### src/rtl/atab_pkg.sv
package atab_pkg;

    typedef enum logic [1:0] {
        ST_IDLE,
        ST_SETUP,
        ST_STROBE
    } cyc_state_t;

    typedef enum logic [1:0] {
        ACC_NONE,
        ACC_DATA,
        ACC_REG
    } acc_kind_t;

    typedef enum logic {
        BLK_CMD  = 1'b0,
        BLK_CTRL = 1'b1
    } blk_t;

    typedef struct packed {
        acc_kind_t  kind;
        blk_t       blk;
        logic [2:0] reg_a;
    } port_dec_t;

    localparam int NUM_CS = 2;

endpackage

### src/rtl/atab_port_decode.sv
module atab_port_decode
    import atab_pkg::*;
#(
    parameter int             AW        = 16,
    parameter logic [AW-1:0]  PORT_BASE = 16'hFD00
) (
    input  logic [AW-1:0] addr,
    input  logic          is_wr,
    output port_dec_t     dec
);
    localparam logic [3:0] OFF_FIRST = 4'd6;
    localparam logic [3:0] OFF_DATA  = 4'd8;
    localparam logic [3:0] OFF_DRVAD = 4'd7;

    logic in_win;

    always_comb begin
        in_win    = (addr[AW-1:4] == PORT_BASE[AW-1:4]) && (addr[3:0] >= OFF_FIRST);
        dec.reg_a = addr[2:0];
        dec.blk   = addr[3] ? BLK_CMD : BLK_CTRL;
        if (!in_win) begin
            dec.kind = ACC_NONE;
        end else if (addr[3:0] == OFF_DATA) begin
            dec.kind = ACC_DATA;
        end else if (addr[3:0] == OFF_DRVAD && is_wr) begin
            dec.kind = ACC_NONE;
        end else begin
            dec.kind = ACC_REG;
        end
    end
endmodule

### src/rtl/atab_word_buf.sv
module atab_word_buf (
    input  logic       clk,
    input  logic       rst_n,
    input  logic       set_phase,
    input  logic       clr_phase,
    input  logic       lo_we,
    input  logic [7:0] lo_d,
    input  logic       hi_we,
    input  logic [7:0] hi_d,
    output logic       phase,
    output logic [7:0] lo_q,
    output logic [7:0] hi_q
);
    always_ff @(posedge clk or negedge rst_n) begin
        if (!rst_n) begin
            phase <= 1'b0;
            lo_q  <= 8'h00;
            hi_q  <= 8'h00;
        end else begin
            if (clr_phase) begin
                phase <= 1'b0;
            end else if (set_phase) begin
                phase <= 1'b1;
            end
            if (lo_we) begin
                lo_q <= lo_d;
            end
            if (hi_we) begin
                hi_q <= hi_d;
            end
        end
    end
endmodule

### src/rtl/atab_cycle_fsm.sv
module atab_cycle_fsm
    import atab_pkg::*;
#(
    parameter int STROBE_CYC = 4
) (
    input  logic clk,
    input  logic rst_n,
    input  logic start,
    input  logic start_rd,
    input  logic ata_rdy,
    output logic busy,
    output logic dir_rd,
    output logic strobe_rd,
    output logic strobe_wr,
    output logic cap
);
    localparam int CW = (STROBE_CYC < 2) ? 1 : $clog2(STROBE_CYC);
    localparam logic [CW-1:0] LAST = CW'(STROBE_CYC - 1);

    cyc_state_t    state, nstate;
    logic [CW-1:0] cnt;
    logic          last_ok;

    assign last_ok = (cnt == LAST) && ata_rdy;

    always_ff @(posedge clk or negedge rst_n) begin
        if (!rst_n) begin
            state <= ST_IDLE;
        end else begin
            state <= nstate;
        end
    end

    always_ff @(posedge clk or negedge rst_n) begin
        if (!rst_n) begin
            cnt    <= '0;
            dir_rd <= 1'b0;
        end else begin
            if (state == ST_IDLE && start) begin
                dir_rd <= start_rd;
            end
            if (state == ST_SETUP) begin
                cnt <= '0;
            end else if (state == ST_STROBE && cnt != LAST) begin
                cnt <= cnt + CW'(1);
            end
        end
    end

    always_comb begin
        nstate = state;
        unique case (state)
            ST_IDLE:   if (start)   nstate = ST_SETUP;
            ST_SETUP:               nstate = ST_STROBE;
            ST_STROBE: if (last_ok) nstate = ST_IDLE;
            default:                nstate = ST_IDLE;
        endcase
    end

    always_comb begin
        busy      = 1'b0;
        strobe_rd = 1'b0;
        strobe_wr = 1'b0;
        cap       = 1'b0;
        unique case (state)
            ST_IDLE: ;
            ST_SETUP: busy = 1'b1;
            ST_STROBE: begin
                busy      = 1'b1;
                strobe_rd = dir_rd;
                strobe_wr = !dir_rd;
                cap       = dir_rd && last_ok;
            end
            default: ;
        endcase
    end
endmodule

### src/rtl/bytewide_ata_bridge.sv
module bytewide_ata_bridge
    import atab_pkg::*;
#(
    parameter int            AW         = 16,
    parameter logic [AW-1:0] PORT_BASE  = 16'hFD00,
    parameter int            STROBE_CYC = 4
) (
    input  logic          clk,
    input  logic          rst_n,
    input  logic [AW-1:0] h_addr,
    input  logic [7:0]    h_wdata,
    input  logic          h_rd,
    input  logic          h_wr,
    output logic [7:0]    h_rdata,
    output logic          h_wait,
    output logic [1:0]    ata_cs_n,
    output logic [2:0]    ata_da,
    output logic [15:0]   ata_dd_out,
    output logic          ata_dd_oe,
    input  logic [15:0]   ata_dd_in,
    output logic          ata_rd_n,
    output logic          ata_wr_n,
    input  logic          ata_rdy
);
    port_dec_t  dec;
    logic       is_rd, is_wr, acc;
    logic       busy, dir_rd, strobe_rd, strobe_wr, cap;
    logic       start;
    logic       phase;
    logic [7:0] lo_q, hi_q;
    logic       set_phase, clr_phase, lo_we, hi_rd;
    logic       acc_data, acc_reg;
    blk_t       blk_q;
    logic [2:0] reg_q;
    logic [15:0] dout_q;
    logic       data_q;

    assign is_rd = h_rd;
    assign is_wr = h_wr && !h_rd;

    atab_port_decode #(.AW(AW), .PORT_BASE(PORT_BASE)) u_dec (
        .addr  (h_addr),
        .is_wr (is_wr),
        .dec   (dec)
    );

    always_comb begin
        acc       = (h_rd || h_wr) && !busy;
        acc_data  = acc && (dec.kind == ACC_DATA);
        acc_reg   = acc && (dec.kind == ACC_REG);
        lo_we     = acc_data && is_wr && !phase;
        hi_rd     = acc_data && is_rd && phase;
        set_phase = acc_data && !phase;
        clr_phase = acc_reg || (acc_data && phase);
        start     = acc_reg || (acc_data && (is_rd ? !phase : phase));
    end

    atab_word_buf u_buf (
        .clk       (clk),
        .rst_n     (rst_n),
        .set_phase (set_phase),
        .clr_phase (clr_phase),
        .lo_we     (lo_we),
        .lo_d      (h_wdata),
        .hi_we     (cap && data_q),
        .hi_d      (ata_dd_in[15:8]),
        .phase     (phase),
        .lo_q      (lo_q),
        .hi_q      (hi_q)
    );

    atab_cycle_fsm #(.STROBE_CYC(STROBE_CYC)) u_fsm (
        .clk       (clk),
        .rst_n     (rst_n),
        .start     (start),
        .start_rd  (is_rd),
        .ata_rdy   (ata_rdy),
        .busy      (busy),
        .dir_rd    (dir_rd),
        .strobe_rd (strobe_rd),
        .strobe_wr (strobe_wr),
        .cap       (cap)
    );

    always_ff @(posedge clk or negedge rst_n) begin
        if (!rst_n) begin
            blk_q  <= BLK_CMD;
            reg_q  <= 3'd0;
            dout_q <= 16'h0000;
            data_q <= 1'b0;
        end else if (start) begin
            blk_q  <= dec.blk;
            reg_q  <= dec.reg_a;
            data_q <= (dec.kind == ACC_DATA);
            dout_q <= (dec.kind == ACC_DATA) ? {h_wdata, lo_q} : {8'h00, h_wdata};
        end
    end

    always_ff @(posedge clk or negedge rst_n) begin
        if (!rst_n) begin
            h_rdata <= 8'h00;
        end else if (cap) begin
            h_rdata <= ata_dd_in[7:0];
        end else if (hi_rd) begin
            h_rdata <= hi_q;
        end
    end

    for (genvar b = 0; b < NUM_CS; b++) begin : g_cs
        assign ata_cs_n[b] = !(busy && (logic'(blk_q) == 1'(b)));
    end

    assign h_wait     = busy;
    assign ata_da     = busy ? reg_q : 3'd0;
    assign ata_dd_out = dout_q;
    assign ata_dd_oe  = busy && !dir_rd;
    assign ata_rd_n   = !strobe_rd;
    assign ata_wr_n   = !strobe_wr;
endmodule

### config.mk
export PLATFORM = sky130hd
export DESIGN_NAME = bytewide_ata_bridge
export DESIGN_NICKNAME = d
export VERILOG_FILES = /design/src/rtl/atab_pkg.sv /design/src/rtl/atab_port_decode.sv /design/src/rtl/atab_word_buf.sv /design/src/rtl/atab_cycle_fsm.sv /design/src/rtl/bytewide_ata_bridge.sv
export SDC_FILE = /design/constraint.sdc
export NUM_CORES = 1
export LEC_CHECK = 0
export ABC_AREA = 1
export BUFFER_PORTS_ARGS = -buffer_cell sky130_fd_sc_hd__buf_2
export CORE_UTILIZATION = 51
export DETAILED_ROUTE_END_ITERATION = 7
export PLACE_DENSITY = 0.87
export SYNTH_ARGS = -nofsm -noshare
export SYNTH_HDL_FRONTEND = slang
export SYNTH_SLANG_ARGS = --single-unit
### constraint.sdc
create_clock -name clk -period 2.3 [get_ports clk]
set_input_delay 0.115 -clock clk [delete_from_list [all_inputs] [get_ports clk]]
set_output_delay 0.115 -clock clk [all_outputs]
set_load 0.005 [all_outputs]
# Yosys cells after proc, flatten, opt, wreduce, memory -nomap -nowiden
# Cells that the tools add are included.
dict set report totals {
  register_bits 51
  input_bits 45
  out_inout_bits 33
  wordCells 83
}
dict set report op_classes {
  addsub 1
  n_lt_le_gt_ge 1
  eq_ne 11
  mux 20
  bitwise_logic 1
  n_reduce_logical 38
}
# cell n
set op_table {}
lappend op_table {{$logic_and 1x1->1} 21}
lappend op_table {{$mux 16} 1}
lappend op_table {{$mux 8} 2}
lappend op_table {{$mux 2} 7}
lappend op_table {{$eq 12x12->1 const B} 1}
lappend op_table {{$logic_not 1->1} 8}
lappend op_table {{$mux 1} 8}
lappend op_table {{$eq 2x2->1 const B} 3}
lappend op_table {{$pmux 2 s3} 1}
lappend op_table {{$reduce_bool 2->1} 3}
lappend op_table {{$eq 2x1->1 const B} 2}
lappend op_table {{$eq 4x3->1 const B} 1}
lappend op_table {{$eq 4x4->1 const B} 1}
lappend op_table {{$ge 4x3->1 const B} 1}
lappend op_table {{$ne 2x1->1 const B} 2}
lappend op_table {{$logic_or 1x1->1} 3}
lappend op_table {{$mux 3} 1}
lappend op_table {{$add 2x1->2 const B} 1}
lappend op_table {{$logic_not 2->1} 1}
lappend op_table {{$ne 2x2->1 const B} 1}
lappend op_table {{$reduce_and 2->1} 1}
lappend op_table {{$reduce_or 2->1} 1}
lappend op_table {{$not 1->1} 1}

# Depth between registers and ports, before layout
dict set report logic_depth {
  depth_word 12
  mapped_depth 12
}

# By module
# A second synthesis with hierarchy kept.
dict set report unflattened {
  hier_cells 356
  area_unflattened_um2 2610.0
}
# mod instances cells_each area_per_inst_um2 seq_area_each_um2
set modules_own_cells {}
lappend modules_own_cells {bytewide_ata_bridge 1 211 1492.7 725.7}
lappend modules_own_cells {atab_word_buf 1 71 643.1 425.4}
lappend modules_own_cells {atab_cycle_fsm 1 45 345.3 125.1}
lappend modules_own_cells {atab_port_decode 1 29 128.9 0.0}

# Worst setup path after synthesis
# No wires, ideal clock.
dict set report synth_timing {
  path_type {flip-flop to flip-flop}
  from {register u_fsm.state[0]}
  to {register u_fsm.state[0]}
  setup_ns 0.116
  arrival_ns 1.629
  required_ns 2.184
  setup_slack_ns 0.555
  path_stages_with_launch 11
  n_path_buf 0
  synth_period_minus_slack_ns 1.745
  cell_sequence {dfrtp_1 > inv_1 > ha_1 > a21oi_4 > nand2_1 > nor2_1 > nand2_2 > nand3_1 > nand2_1 > nand2_1 > nand2_1}
}
dict set report synth_between {
  elab_chain_len 10
  word_cells_on_any_way 15
}
# item line
set synth_lines {}
lappend synth_lines {{from (decl)} atab_cycle_fsm.sv:20} ;# cyc_state_t state, nstate;
lappend synth_lines {{from (signal assigned)} atab_cycle_fsm.sv:30} ;# state <= nstate;
lappend synth_lines {{$eq 2x2->1 or $eq 2x1->1 (tied branches)} atab_cycle_fsm.sv:65} ;# unique case (state)
lappend synth_lines {{$reduce_or 2->1 (no source line) *} --}
lappend synth_lines {{$mux 1 *} atab_cycle_fsm.sv:65}
lappend synth_lines {{named net h_wait} bytewide_ata_bridge.sv:15} ;# output logic h_wait,
lappend synth_lines {{$logic_not 1->1 *} bytewide_ata_bridge.sv:48} ;# acc = (h_rd || h_wr) && !busy;
lappend synth_lines {{$logic_and 1x1->1 *} bytewide_ata_bridge.sv:48}
lappend synth_lines {{$logic_and 1x1->1} bytewide_ata_bridge.sv:49} ;# acc_data = acc && (dec.kind == ACC_DATA);
lappend synth_lines {{$logic_and 1x1->1} bytewide_ata_bridge.sv:55} ;# start = acc_reg || (acc_data && (is_rd ? !phase : phase));
lappend synth_lines {{$logic_or 1x1->1 *} bytewide_ata_bridge.sv:55}
lappend synth_lines {{$ne 2x1->1 (no source line) *} --}
lappend synth_lines {{$reduce_and 2->1 (no source line) *} --}
# Mark *: on every way through the listed nets, which the timed path passes. The rest lies on a longest branch.
# A chain may end at the register's enable or synchronous reset.

# Worst setup path in the final report
dict set report layout_timing {
  from {register u_fsm.state[0]}
  to {register u_fsm.dir_rd}
}
dict set report layout_between {
  elab_chain_len 9
  word_cells_on_any_way 12
}
# item line
set layout_lines {}
lappend layout_lines {{$eq 2x2->1 or $eq 2x1->1 (tied branches)} atab_cycle_fsm.sv:65}
lappend layout_lines {{$reduce_or 2->1 (no source line)} --}
lappend layout_lines {{$mux 1} atab_cycle_fsm.sv:65}
lappend layout_lines {{$logic_not 1->1} bytewide_ata_bridge.sv:48}
lappend layout_lines {{$logic_and 1x1->1} bytewide_ata_bridge.sv:48}
lappend layout_lines {{$logic_and 1x1->1} bytewide_ata_bridge.sv:49}
lappend layout_lines {{$logic_and 1x1->1} bytewide_ata_bridge.sv:55}
lappend layout_lines {{$logic_or 1x1->1} bytewide_ata_bridge.sv:55}
lappend layout_lines {{$logic_and 1x1->1 *} atab_cycle_fsm.sv:39} ;# if (state == ST_IDLE && start) begin
lappend layout_lines {{to (signal assigned)} atab_cycle_fsm.sv:40} ;# dir_rd <= start_rd;
lappend layout_lines {{to (decl)} atab_cycle_fsm.sv:12} ;# output logic dir_rd,
# Mark *: on every way between the ends. The rest lies on a longest branch, timed or not.

==> results.md <==
| Step | Result | This run |
| --- | --- | --- |
| detailed routing | Violation count after the first detailed-route iteration | 105 |
| power | Clock power share | 34.1% |
| power | Gate power share | 6.4% |
| place | Total placed cells including tap cells | 449 |
| grt | Overflow left after global routing | 0 |
| cells and area | Area added between synthesis and finish | 21.8% |
| cells and area | Fillcell total | 415 |
| cells and area | Number of antenna diodes | 0 |
| detailed routing | Vias per inst | 5.03 |
| grt | Met2 track demand over resource | 39.7% |
| grt | Largest net degree at the start of global routing | 31 |
| clock tree | H-tree depth | 2 |
| yosys | Synth Register Bits | 51 |
| yosys | Flip-flop cell with the highest count after synthesis | sky130_fd_sc_hd__dfrtp_1 |
| detailed routing | DRC violations left | 0 |
| clock tree | Root Driver | sky130_fd_sc_hd__clkbuf_8 |
| yosys | Most area-hungry cell type in the Yosys netlist | sky130_fd_sc_hd__dfrtp_1 |
| die | Horiz. Die Dim | 72.1 µm |
| place | Port Buffers | 77 |
| sta | Part of the cycle the worst path needs | 88.5% |
| setup path | Crit path max fanout | 16 |
| place | Worst slack after detailed placement | 351 ps |
| die | Top-Level Pins | 78 |
| clock tree | Clock Path Buffers | 2 |
| yosys | Number of synthesized flops with an enable pin | 0 |
| yosys | Area share of the largest cell type after synthesis | 50.9% |
| power | Leakage | 1.79 nW |
| setup path | Endpoint class of the critical path | flip-flop |
| sta | Headroom to the max-slew limit | 54.3% |
| yosys | Net count of the mapped netlist | 358 |
| grt | GRT met1 Usage | 29.2% |
| sta | Post-Route Skew | 7.86 ps |
| setup path | List of cells traversed by the critical path | inv_1 > ha_1 > a21oi_4 > nand2_1 > nor2_1 > nand2_2 > nand2_4 > nand2_1 > nand2_1 > nand2_1 |
| yosys | Combined area of all synthesized cells | 2510 µm² |
| clock tree | Number of buffers created by CTS | 5 |
| power | Areal power density over the cells | 494 nW/µm² |
| sta | Setup repair after global routing missed its margin | false |
| cells and area | Total number of nets in the final design | 439 |
| die | Initial Utilization | 53.1% |
| detailed routing | Number of detailed-routing iterations run before antenna repair | 5 |
| yosys | Distinct cell type count of the synthesized netlist | 24 |
| power | Peak VDD IR | 0.404 mV |
| sta | Transition time at the pin with the least slew margin | 685 ps |
| die | Die Height | 72.1 µm |
| power | P_int | 0.00118 W |
| worst hold path | Worst hold path type | input pin to flip-flop |
| sta | Final Worst Setup Slack | 265 ps |
| yosys | Count of mapped cells out of synthesis | 309 |
| setup path | Required time of the worst setup path | 2500 ps |
| setup path | Arrival time at the worst endpoint | 2240 ps |
| sta | Highest clock frequency the design can meet | 491 MHz |
| clock tree | Number of clock sinks seen by CTS | 51 |
| yosys | Sequential share of the synthesized area | 50.9% |
| setup path | Setup slack of the worst register-to-register path | 260 ps |
| grt | Overall routing resource usage | 23.4% |
| setup path | Setup CP Type | flip-flop to flip-flop |
| power | Power spent charging and discharging nets | 0.000336 W |
| job | Max_cap viols | 0 |
| clock tree | CTS tree | yes |
| sta | Final slew viol count | 0 |
| sta | Setup total negative slack | 0 ps |
| setup path | Cell with the biggest individual delay on the critical path | sky130_fd_sc_hd__dfrtp_1 |
| power | Portion of total power attributed to sequential cells | 59.5% |
| yosys | Share of synthesized registers carrying an async set or reset | 100% |
| die | Core region area | 4720 µm² |
| place | HPWL after DPL | 4090 µm |
| die | Full die area | 5200 µm² |
| sta | Final number of setup-violating endpoints | 0 |
| setup path | Maximum single-stage delay on the critical path | 380 ps |
| power | Fraction of power spent switching nets | 22.2% |
| clock tree | Source-to-sink clock delay at the later pin of the worst-skew pair | 300 ps |
| cells and area | Area used by sequential logic in the layout | 1280 µm² |
| grt | Most Crowded Layer GR | met2 |
| detailed routing | Drt total wl | 5540 µm |
| detailed routing | Number of vias after detailed routing | 2299 |
| yosys | YS warnings | 0 |
| grt | Via count of the first global-routing pass | 2225 |
| yosys | Biggest area contributors in the synthesized netlist | sky130_fd_sc_hd__dfrtp_1 51%, sky130_fd_sc_hd__nand2_1 17%, sky130_fd_sc_hd__nand3_1 6.8%, sky130_fd_sc_hd__o21ai_0 5.2%, sky130_fd_sc_hd__inv_1 4.5% |
| setup path | CP Launch Type | flip-flop |
| cells and area | Area of the multi-input gates | 1070 µm² |
| sta | Number of hold-slack violations in the final timing report | 0 |
| die | Core Rows | 25 |
| detailed routing | Antenna violation net count after detailed routing | 0 |
| cells and area | Fraction of layout cells with a size suffix above 1 | 27.7% |
| detailed routing | Detail-routed net length per standard cell | 12.1 µm |
| yosys | Mean area per synthesized cell | 8.12 µm² |
| grt | Met3 Track Usage GR | 5.97% |
| sta | Time the final worst path needs with I/O delays and setup | 2040 ps |
| grt | Initial antenna violation count | 0 |
| outcome | Run status | finished clean |
| clock tree | Worst-path clk slew | 90 ps |
| cells and area | Post-Layout Cell Count | 457 |
| setup path | Most common cell type on the critical path | sky130_fd_sc_hd__nand2_1 |
| grt | Wire length of the first global-routing pass | 9460 µm |
| place | Last weighted congestion value of the routability-driven placer | 0.850 |
logic make-up after synthesis:
group                      synth area share [%]
muxes                                      3.59
adders and majority gates                  2.00
and+or+nand+nor                            30.6
DFF                                        50.9
xor gates and xnor gates                  0.349
buffers and inverters                      6.43
AOI/OAI and AO/OA                          6.13
placed cells by master, fill, tap and decap left out, drive strengths merged:
| cell type | netlist | layout |
|---|---|---|
| nor3 | 4 | 4 |
| o21ai | 26 | 26 |
| nor2 | 16 | 16 |
| nand4 | 4 | 4 |
| nand2 | 117 | 117 |
| mux2 | 8 | 8 |
| nor3b | 1 | 1 |
| ha | 4 | 4 |
| dlygate4sd3 | 0 | 1 |
| dfrtp | 51 | 51 |
| a21oi | 1 | 1 |
| buf | 5 | 80 |
| inv | 32 | 32 |
| clkinv | 0 | 1 |
| or2 | 1 | 1 |
| clkbuf | 2 | 6 |
| nand3 | 35 | 35 |
| a21boi | 1 | 1 |
| xor2 | 1 | 1 |
area by class of cell:
class	instances	share of cell area (%)
flip-flops and latches	51	41.8
well taps	67	2.74
clock inverters	1	0.164
multi-input cells	219	35.0
inverters	32	3.93
repair buffers	81	13.7
clock buffers	6	2.70
synthesized netlist by cell type, types with 2 or more instances:
cell and number:
sky130_fd_sc_hd__buf_2 3, sky130_fd_sc_hd__nor2_2 3, sky130_fd_sc_hd__dfrtp_1 51, sky130_fd_sc_hd__inv_1 30
sky130_fd_sc_hd__nand2_2 3, sky130_fd_sc_hd__o21ai_0 26, sky130_fd_sc_hd__nand2_4 2, sky130_fd_sc_hd__nor3_1 4
sky130_fd_sc_hd__nor2_1 13, sky130_fd_sc_hd__clkbuf_1 2, sky130_fd_sc_hd__inv_2 2, sky130_fd_sc_hd__nand2_1 112
sky130_fd_sc_hd__ha_1 4, sky130_fd_sc_hd__nand4_1 4, sky130_fd_sc_hd__mux2_2 8, sky130_fd_sc_hd__nand3_1 34
per-stage QoR:
stage / total power [W] / area, µm² / hold WS (ps) / utilization (%)
finish: 0.00151 / 3060 / 50.3 / 64.7
global route: 0.00156 / 3060 / 37.6 / 64.7
CTS: 0.00152 / 3060 / 41.9 / 64.7
detailed placement: 0.00101 / 2960 / 189 / 62.6
global placement: 0.00101 / 2960 / 179 / 62.6
floorplan: 0.000946 / 2510 / -181 / -
worst paths after layout:
| path | start | to | depth (start not counted) |
|---|---|---|---|
| max reg2reg | u_fsm.state[0] | u_fsm.dir_rd | 10 |
| min | ata_dd_in[9] | u_buf.hi_q[1] | 2 |
| max | u_fsm.state[0] | u_fsm.dir_rd | 10 |
| min reg2reg | u_buf.lo_q[4] | u_buf.lo_q[4] | 2 |
| max in group asynchronous | rst_n | data_q | 3 |
| min in group asynchronous | rst_n | h_rdata[6] | 2 |
state kept, by name, indices dropped and copies added, names as in the netlist:
name / flops
ata_dd_out: 16
blk_q: 1
data_q: 1
h_rdata: 8
reg_q: 3
u_buf.hi_q: 8
u_buf.lo_q: 8
u_buf.phase: 1
u_fsm.cnt: 2
u_fsm.dir_rd: 1
u_fsm.state: 2
worst max-delay path: cells and delay by family (launching register included):
family	cells	cell delay [ps]
and+or+nand+nor	7	950
DFF	1	380
adders and majority gates	1	350
AOI/OAI and AO/OA	1	180
buffers and inverters	1	70
timing repair:
action | CTS | global route
gates resized for setup | 0 | 0
setup buffers | 0 | 0
hold endpoints to repair | 29 | 0
hold buffers | 1 | 0
metal layers:
layer,vias to the layer above,wire length (µm)
met1,1058,2430
met5,-,0
li1,1143,-
met3,9,393
met4,0,89
met2,89,2630
power by group through the flow:
stage | sequential [W] | clock (W) | combinational, W
floorplan | 0.000917 | 0 | 0.0000295
global placement | 0.000917 | 0 | 0.0000945
detailed placement | 0.000917 | 0 | 0.0000968
CTS | 0.000899 | 0.000523 | 0.0000985
global route | 0.000899 | 0.000555 | 0.000111
finish | 0.000899 | 0.000515 | 0.0000975
Power figures use the tool's default switching activity.
